File: config.mk
export PLATFORM = sky130hd
export DESIGN_NAME = frac_dither_ctrl
export DESIGN_NICKNAME = d
export VERILOG_FILES = /design/src/rtl/fdc_pkg.sv /design/src/rtl/fdc_serial_rx.sv /design/src/rtl/fdc_decode.sv /design/src/rtl/fdc_dither.sv /design/src/rtl/frac_dither_ctrl.sv
export SDC_FILE = /design/constraint.sdc
export NUM_CORES = 1
export LEC_CHECK = 0
export ABC_AREA = 1
export BUFFER_PORTS_ARGS = -buffer_cell sky130_fd_sc_hd__buf_4
export CAP_MARGIN = 5
export CORE_MARGIN = 5
export CORE_UTILIZATION = 35
export DETAILED_ROUTE_END_ITERATION = 6
export PLACE_DENSITY_LB_ADDON = 0.08
export REMOVE_ABC_BUFFERS = 1
export SLEW_MARGIN = 20
export SYNTH_ARGS = -nofsm -noshare
export SYNTH_HDL_FRONTEND = slang
export SYNTH_HIERARCHICAL = 1
export SYNTH_SLANG_ARGS = --single-unit
File: constraint.sdc
create_clock -name clk -period 1.4 [get_ports clk]
set_clock_uncertainty 0.05 [all_clocks]
set_input_delay 0.28 -clock clk [delete_from_list [all_inputs] [get_ports clk]]
set_output_delay 0.28 -clock clk [all_outputs]
set_load 0.1 [all_outputs]
File: src/rtl/fdc_pkg.sv
package fdc_pkg;
    localparam int M_W       = 3;
    localparam int A_W       = 4;
    localparam int F_W       = 5;
    localparam int WORD_W    = M_W + A_W + F_W;
    localparam int R_W       = 4;
    localparam int R_FIXED   = 4;
    localparam int FRAC_MAX  = 24;
    localparam int PHASE_W   = $clog2(FRAC_MAX);
    localparam int A_TOP     = (1 << A_W) - 1;

    typedef struct packed {
        logic [M_W-1:0] m;
        logic [A_W-1:0] a;
        logic [F_W-1:0] frac;
    } fdc_word_t;

    function automatic logic [F_W-1:0] clamp_frac(input logic [F_W-1:0] f);
        return (int'(f) > FRAC_MAX) ? F_W'(FRAC_MAX) : f;
    endfunction

    function automatic logic word_bad(input fdc_word_t w);
        return (int'(w.frac) > FRAC_MAX) ||
               ((int'(w.a) == A_TOP) && (w.frac != '0));
    endfunction
endpackage

File: src/rtl/fdc_serial_rx.sv
module fdc_serial_rx
    import fdc_pkg::*;
(
    input  logic      clk,
    input  logic      rst,
    input  logic      ser_clk,
    input  logic      ser_dat,
    input  logic      ser_latch,
    output logic      word_vld,
    output fdc_word_t word_out
);
    localparam int NSYNC = 3;

    logic [2:0] s1, s2, prev;
    logic       clk_rise, lat_rise;
    logic [WORD_W-1:0] shreg;

    always_ff @(posedge clk) begin
        if (rst) begin
            s1   <= '0;
            s2   <= '0;
            prev <= '0;
        end else begin
            s1   <= {ser_latch, ser_dat, ser_clk};
            s2   <= s1;
            prev <= s2;
        end
    end

    assign clk_rise = s2[0] & ~prev[0];
    assign lat_rise = s2[2] & ~prev[2];

    always_ff @(posedge clk) begin
        if (rst) begin
            shreg    <= '0;
            word_vld <= 1'b0;
            word_out <= '0;
        end else begin
            word_vld <= lat_rise;
            if (clk_rise)
                shreg <= {shreg[WORD_W-2:0], s2[1]};
            if (lat_rise)
                word_out <= fdc_word_t'(shreg);
        end
    end

    p_vld_pulse_r3: assert property (@(posedge clk) disable iff (rst)
        word_vld |=> !word_vld);
    p_word_hold_r3: assert property (@(posedge clk) disable iff (rst)
        !lat_rise |=> $stable(word_out));
    initial if (NSYNC != 3) $error("sync depth");
endmodule

File: src/rtl/fdc_decode.sv
module fdc_decode
    import fdc_pkg::*;
(
    input  logic           clk,
    input  logic           rst,
    input  logic           load,
    input  fdc_word_t      word_in,
    output logic [M_W-1:0] m_q,
    output logic [A_W-1:0] a_q,
    output logic [F_W-1:0] frac_q,
    output logic           err_q
);
    always_ff @(posedge clk) begin
        if (rst) begin
            m_q    <= '0;
            a_q    <= '0;
            frac_q <= '0;
            err_q  <= 1'b0;
        end else if (load) begin
            m_q    <= word_in.m;
            a_q    <= word_in.a;
            frac_q <= clamp_frac(word_in.frac);
            err_q  <= word_bad(word_in);
        end
    end

    p_clamp_r7: assert property (@(posedge clk) disable iff (rst)
        int'(frac_q) <= FRAC_MAX);
    p_hold_r3: assert property (@(posedge clk) disable iff (rst)
        !load |=> $stable({m_q, a_q, frac_q, err_q}));
    p_err_set_r7: assert property (@(posedge clk) disable iff (rst)
        (load && int'(word_in.frac) > FRAC_MAX) |=> err_q);
    p_err_clr_r9: assert property (@(posedge clk) disable iff (rst)
        (load && int'(word_in.frac) <= FRAC_MAX && int'(word_in.a) != A_TOP) |=> !err_q);
endmodule

File: src/rtl/fdc_dither.sv
module fdc_dither
    import fdc_pkg::*;
#(
    parameter int TICK_DIV = 16
) (
    input  logic           clk,
    input  logic           rst,
    input  logic           restart,
    input  logic [A_W-1:0] a_base,
    input  logic [F_W-1:0] frac,
    output logic [A_W-1:0] a_out
);
    localparam int TC_W = (TICK_DIV > 1) ? $clog2(TICK_DIV) : 1;

    logic [TC_W-1:0]    tcnt;
    logic               tick;
    logic [PHASE_W-1:0] phase;
    logic               hi_slot;

    generate
        if (TICK_DIV > 1) begin : g_div
            always_ff @(posedge clk) begin
                if (rst || restart)
                    tcnt <= '0;
                else if (tick)
                    tcnt <= '0;
                else
                    tcnt <= tcnt + 1'b1;
            end
            assign tick = (int'(tcnt) == TICK_DIV - 1);
        end else begin : g_nodiv
            assign tcnt = '0;
            assign tick = 1'b1;
        end
    endgenerate

    always_ff @(posedge clk) begin
        if (rst || restart)
            phase <= '0;
        else if (tick)
            phase <= (int'(phase) == FRAC_MAX - 1) ? '0 : phase + 1'b1;
    end

    assign hi_slot = (PHASE_W'(phase) < PHASE_W'(frac)) && (int'(a_base) != A_TOP);
    assign a_out   = hi_slot ? a_base + 1'b1 : a_base;

    p_phase_range_r6: assert property (@(posedge clk) disable iff (rst)
        int'(phase) < FRAC_MAX);
    p_restart_r10: assert property (@(posedge clk) disable iff (rst)
        restart |=> phase == '0);
    p_zero_frac_r5: assert property (@(posedge clk) disable iff (rst)
        frac == '0 |-> a_out == a_base);
    p_no_wrap_r8: assert property (@(posedge clk) disable iff (rst)
        int'(a_base) == A_TOP |-> int'(a_out) == A_TOP);
endmodule

File: src/rtl/frac_dither_ctrl.sv
module frac_dither_ctrl
    import fdc_pkg::*;
#(
    parameter int TICK_DIV = 16
) (
    input  logic           clk,
    input  logic           rst,
    input  logic           ser_clk,
    input  logic           ser_dat,
    input  logic           ser_latch,
    output logic [M_W-1:0] pll_m,
    output logic [A_W-1:0] pll_a,
    output logic [R_W-1:0] pll_r,
    output logic           fault
);
    logic           word_vld;
    fdc_word_t      word;
    logic [A_W-1:0] a_q;
    logic [F_W-1:0] frac_q;
    logic           load_d;

    fdc_serial_rx u_rx (
        .clk(clk), .rst(rst),
        .ser_clk(ser_clk), .ser_dat(ser_dat), .ser_latch(ser_latch),
        .word_vld(word_vld), .word_out(word)
    );

    fdc_decode u_dec (
        .clk(clk), .rst(rst), .load(word_vld), .word_in(word),
        .m_q(pll_m), .a_q(a_q), .frac_q(frac_q), .err_q(fault)
    );

    always_ff @(posedge clk) begin
        if (rst) load_d <= 1'b0;
        else     load_d <= word_vld;
    end

    fdc_dither #(.TICK_DIV(TICK_DIV)) u_dth (
        .clk(clk), .rst(rst), .restart(word_vld),
        .a_base(a_q), .frac(frac_q), .a_out(pll_a)
    );

    assign pll_r = R_W'(R_FIXED);

    p_step_r6: assert property (@(posedge clk) disable iff (rst)
        (pll_a == a_q) || (pll_a == a_q + 1'b1));
    p_first_slot_r10: assert property (@(posedge clk) disable iff (rst)
        (load_d && frac_q != '0 && int'(a_q) != A_TOP) |-> pll_a == a_q + 1'b1);
endmodule

* After elaboration in Yosys (flattened, before gate mapping)
Index checks and enable logic that the tools add are counted.
** Storage, ports and cells
- Logic and storage cells :: 36
- Register bits after elaboration :: 56
- Output and inout port bits :: 12
** Cells by class
- Order comparisons :: 2
- Multiplexer cells :: 3
- Reduce and logical (&&, ||, !) cells :: 6
- Bitwise gates (word level) :: 4
- Add/sub/neg operators :: 3
- Equal/unequal tests :: 4
** Operators by type and width (count)
- $mux 5 :: 2
- $add 4x1->4 const B :: 2
- $eq 4x1->1 const B :: 2
- $add 5x1->5 const B :: 1
- $eq 5x5->1 const B :: 1
- $gt 5x5->1 const B :: 1
- $lt 5x5->1 :: 1
- $reduce_bool 5->1 :: 1
- $mux 4 :: 1
- $ne 4x1->1 const B :: 1
- $and 1x1->1 :: 2
- $logic_and 1x1->1 :: 2
- $logic_or 1x1->1 :: 2
- $not 1->1 :: 2
- $reduce_or 2->1 :: 1

* Logic depth before layout (Yosys ltp)
- Word-level depth :: 3
- Mapped depth :: 8

* Modules after synthesis
The synthesis kept the hierarchy.
** By module, submodules not included
- fdc_serial_rx :: area an instance 1342.5 µm², instances 1, cells an instance 173
- fdc_dither :: area an instance 639.4 µm², instances 1, cells an instance 95
- fdc_decode :: area an instance 520.5 µm², instances 1, cells an instance 69
- frac_dither_ctrl :: area an instance 37.5 µm², instances 1, cells an instance 6

* Worst setup path after synthesis
No wires, ideal clock.
- Path type :: reg2out
- From :: reg u_dec.frac_q[4]
- To :: out pll_a[0]
- Cell stages (with the launch flop) :: 8
- Data required time :: 1070 ps
- Path buffers :: 0
- Slack :: -671 ps
- Data arrival time :: 1741 ps
- Cell sequence :: dfxtp_1 -> inv_1 -> ha_1 -> nand2_1 -> inv_1 -> a21oi_1 -> nand4_1 -> nand2_1
** Between the ends
- Word-level cells in the longest chain between the ends :: 3
** Ends and longest elaborated chain
- start: declaration :: RTL line fdc_decode.sv:10 : output logic [F_W-1:0] frac_q,
- start signal: assignment :: RTL line fdc_decode.sv:22 : frac_q <= clamp_frac(word_in.frac);
- $lt 5x5->1 :: RTL line fdc_dither.sv:44 : assign hi_slot = (PHASE_W'(phase) < PHASE_W'(frac)) && (int'(a_base) != A_TOP);
- $logic_and 1x1->1 :: RTL line fdc_dither.sv:44
- $mux 4 :: RTL line fdc_dither.sv:45 : assign a_out = hi_slot ? a_base + 1'b1 : a_base;
- end: declaration :: RTL line frac_dither_ctrl.sv:12 : output logic [A_W-1:0] pll_a,
Every way passes these cells.

* Worst setup path after layout
- From :: reg u_dec.frac_q[4]
- To :: out pll_a[1]
Same word-level chain as after synthesis.

==> impl_summary.txt <==
----------------------------------------------------
[Status]
  Outcome ... finished, violations left
  Failing checks ... setup timing

[Route]
  Final routed wire length divided by cell count ... 10.5 um
  Detailed-route vias per instance ... 4.30
  Number of nets with antenna violations after detailed routing ... 0
  Initial DRT Pass Iterations ... 4
  Total length of routed wires ... 4880 um
  First DRT Iteration DRCs ... 68
  Total number of vias ... 1997
  DRC violation count after routing ... 0

[Power]
  Part of the total power dissipated in sequential elements ... 55.2%
  Power density normalized to cell area ... 1010 nW/um2
  Switching Power ... 879 uW
  Maximum VDD drop ... 0.000448 V
  Clock network fraction of total power ... 28.6%
  Int Power ... 2.15 mW
  Total Power Consumption ... 3.03 mW
  Part of the power in combinational logic ... 16.1%
  Static leakage ... 1.31 nW
  Net switching share of the total power ... 29.0%

[STA]
  Min setup slack post-route ... -587 ps
  Count of endpoints failing setup in the final report ... 4
  Period utilisation layout ... 142%
  Number of max-slew violations in the final report ... 0
  Final critical path time including I/O delays and setup ... 1990 ps
  Count of endpoints failing hold in the final timing report ... 0
  Max Clock Freq ... 503 MHz
  Unrepaired setup endpoints after global routing ... yes

[GRT]
  Met1 global-route usage ... 17.0%
  Total global routing overflow ... 0
  Initial antenna violation count ... 0
  Met2 demand-to-capacity share in global routing ... 18.4%
  All-Layer GR Usage ... 12.3%
  Via count of the first global-routing pass ... 1861
  Grt met3 use ... 3.16%
  Most heavily used metal layer in global routing ... met2
  Pin count of the biggest net entering global routing ... 25
  Wire length of the first global-routing pass ... 8650 um

[Worst hold path]
  Hold Crit Class ... primary input to register
  Worst min-delay path startpoint ... ser_clk
  Hold path cells ... 3
  Hold Crit Endpoint ... u_rx/s1[0]

[Yosys]
  Post-synthesis sequential area ratio ... 43.3%
  Adder-Cell Fraction of Synth Area ... 3.45%
  Number of distinct standard cells referenced by the synthesized netlist ... 27
  Netlist area before placement ... 2540 um2
  Area share of and/or/nand/nor cells after synthesis ... 34.7%
  Mapped Cells ... 343
  Dominant combinational cell family by area after synthesis ... simple AND/OR/NAND/NOR gates
  Complex-gate fraction of the synthesized area ... 5.42%
  Synth Area per Inst ... 7.41 um2
  Multiplexer area fraction after synthesis ... 0%
  #FFs+latches synth ... 55
  Synthesized-area fraction occupied by xor and xnor cells ... 0.690%
  Count of yosys warnings during synthesis ... 6

[Cells and area]
  Non-Filler Instances ... 464
  Final standard cell utilization of the core ... 41.7%
  Net count reported at finish ... 376
  Top library cells by usage in the layout, fill and taps aside ... 53 x sky130_fd_sc_hd__nor2_1, 47 x sky130_fd_sc_hd__dfxtp_1, 45 x sky130_fd_sc_hd__nand2_1, 39 x sky130_fd_sc_hd__inv_1, 31 x sky130_fd_sc_hd__nand3_1
  Cell area after layout ... 3000 um2
  Share of cells above drive strength 1 ... 28.5%
  Antenna diode count ... 0
  Most common cell after layout, fill and taps aside ... sky130_fd_sc_hd__nor2_1
  Area Overhead vs Synth ... 17.9%

[Floorplan]
  Horizontal die dimension ... 95.2 um
  Rows ... 31
  I/O pin count ... 17
  Starting utilization of the core area ... 35.4%
  Core footprint ... 7180 um2
  Height of the die ... 95.2 um
  Die area ... 9060 um2

[CTS]
  Clk pin slew, worst setup/hold paths ... 100 ps
  Clock tree from TritonCTS ... done
  Clock Root Buffer ... sky130_fd_sc_hd__clkbuf_8
  Maximum level of the CTS H-tree ... 2
  Clock network latency to the later pin of the worst-skew pair ... 310 ps
  Post-CTS Hold Buffers ... 0
  Number of buffers inserted during clock tree synthesis ... 5
  Clock buffer depth ... 2
  Clock Sink Count ... 55

[Worst setup path]
  Highest cell delay on the worst timing path ... 340 ps
  Category of the critical setup timing path ... register to output pin
  Data required time of the critical path ... 1070 ps
  Crit path capture type ... output pin
  Origin of the critical flop-to-flop path ... u_dth/tcnt[0]
  Worst reg-to-reg setup slack ... 170 ps
  Kind of start point of the critical path ... register
  Cell type with the highest occurrence count on the critical path ... sky130_fd_sc_hd__nand2_2
  End of the worst register-to-register path ... u_dth/phase[3]
  CP Cell Sequence ... inv_2 -> ha_4 -> nand2_4 -> nor2_4 -> nand2_2 -> nand4_1 -> nand2_1 -> nand2_2 -> buf_12
  Slowest cell on crit path ... sky130_fd_sc_hd__dfxtp_2
  Data arrival time of the critical path ... 1660 ps
  Depth of the most critical reg-to-reg path ... 5
  Critical-path maximum fanout ... 4

[Place]
  Final estimated routing congestion in global placement ... 0.736
  Input/output buffers ... 12
  Placement Cell Area ... 2750 um2
  Cell count after placement ... 455
  Placed wire-length estimate ... 3560 um

[Run]
  Number of max-cap violations ... 0

----------------------------------------------------
==> how the worst max path moves through the flow <==
stage	start	slack, ps	end	cells past startpoint
2_1_floorplan	u_dec/frac_q[4]	-670	pll_a[0]	7
3_3_place_gp	u_dec/frac_q[4]	-470	pll_a[0]	8
3_5_place_dp	u_dec/frac_q[4]	-500	pll_a[0]	8
4_1_cts	u_dec/frac_q[3]	-620	pll_a[0]	8
5_1_grt	u_dec/frac_q[4]	-700	pll_a[0]	9
6_report	u_dec/frac_q[4]	-590	pll_a[1]	9
==> routing by layer <==
metal	up-vias	share of wire, %
met4	0	1.6
li1	1098	-
met1	880	51
met3	4	2.4
met2	15	45
met5	-	0
==> critical path, delay by kind of cell, from the launching register on <==
kind                     cells  cell delay (ps)
buffers and inverters        2              210
flip-flops                   1              340
adder cells (fa/ha/maj)      1              270
AND/OR/NAND/NOR              6              530
==> synthesized netlist by cell type <==
cell,instances,share of area (%)
sky130_fd_sc_hd__nor2_2,30,7.4
sky130_fd_sc_hd__nand3_1,31,6.1
sky130_fd_sc_hd__buf_2,5,0.99
sky130_fd_sc_hd__nand4_1,8,2.0
sky130_fd_sc_hd__ha_1,7,3.4
sky130_fd_sc_hd__a21oi_1,7,1.4
sky130_fd_sc_hd__conb_1,2,0.30
sky130_fd_sc_hd__nand3_4,1,0.69
sky130_fd_sc_hd__nor2_1,54,8.0
sky130_fd_sc_hd__xor2_1,1,0.34
sky130_fd_sc_hd__xnor2_1,1,0.34
sky130_fd_sc_hd__inv_1,43,6.4
sky130_fd_sc_hd__dfxtp_1,55,43
sky130_fd_sc_hd__nor2_4,3,1.3
sky130_fd_sc_hd__a21oi_2,1,0.34
sky130_fd_sc_hd__nor3_1,1,0.20
sky130_fd_sc_hd__inv_2,6,0.89
sky130_fd_sc_hd__or2_2,1,0.25
sky130_fd_sc_hd__buf_6,4,1.8
sky130_fd_sc_hd__nand2_1,53,7.8
sky130_fd_sc_hd__o22ai_1,1,0.25
sky130_fd_sc_hd__or2_1,2,0.49
sky130_fd_sc_hd__o21ai_0,16,3.2
sky130_fd_sc_hd__and3_1,1,0.25
sky130_fd_sc_hd__o211ai_1,1,0.30
sky130_fd_sc_hd__buf_4,7,2.1
sky130_fd_sc_hd__nand2_2,1,0.25
==> through the flow <==
stage	worst slack, ps	TNS [ps]	hold slack (ps)
after floorplan	-671	-2680	301
after global placement	-472	-1880	343
after detailed placement	-499	-1960	347
after CTS	-624	-2480	104
after global routing	-698	-2760	98.6
final	-587	-2320	117
==> power groups by stage <==
stage / Combinational [mW] / Sequential (mW) / Clock, mW
2_1_floorplan: 0.312 / 1.74 / 0
3_3_place_gp: 0.444 / 1.71 / 0
3_5_place_dp: 0.443 / 1.71 / 0
4_1_cts: 0.489 / 1.68 / 0.924
5_1_grt: 0.544 / 1.68 / 0.985
6_report: 0.489 / 1.67 / 0.867
==> state kept, by name, summed over array words and instances, names as in the netlist, 2 cells and up <==
signal / count
u_dth/tcnt: 4
u_dec/frac_q: 5
u_rx/prev: 2
u_rx/shreg: 12
u_rx/word_out: 12
u_dec/m_q: 3
u_rx/s2: 3
u_dec/a_q: 4
u_dth/phase: 5
u_rx/s1: 3
==> repair_timing <==
action / in CTS / in global routing
gates resized for setup: 33 / 7
buffers inserted: 1 / 0
pin swaps: 15 / 10
gates cloned: 0 / 0
endpoints found under the setup margin: 4 / 4
==> final cells by class <==
type	count	area (um2)
Fill cell	748	4180
Multi-Input combinational cell	225	1230
Sequential cell	55	1110
Timing Repair Buffer	28	260
Inverter	49	184
Tap cell	99	124
Clock buffer	6	72.6
Clock inverter	2	17.5
==> logic make-up after synthesis <==
family	count (synthesis)
fa+ha+maj	7
simple gates	186
buf+inv	65
xor+xnor	2
flops	55
compound gates	26
other cells	2
Power figures use the tool's default switching activity.
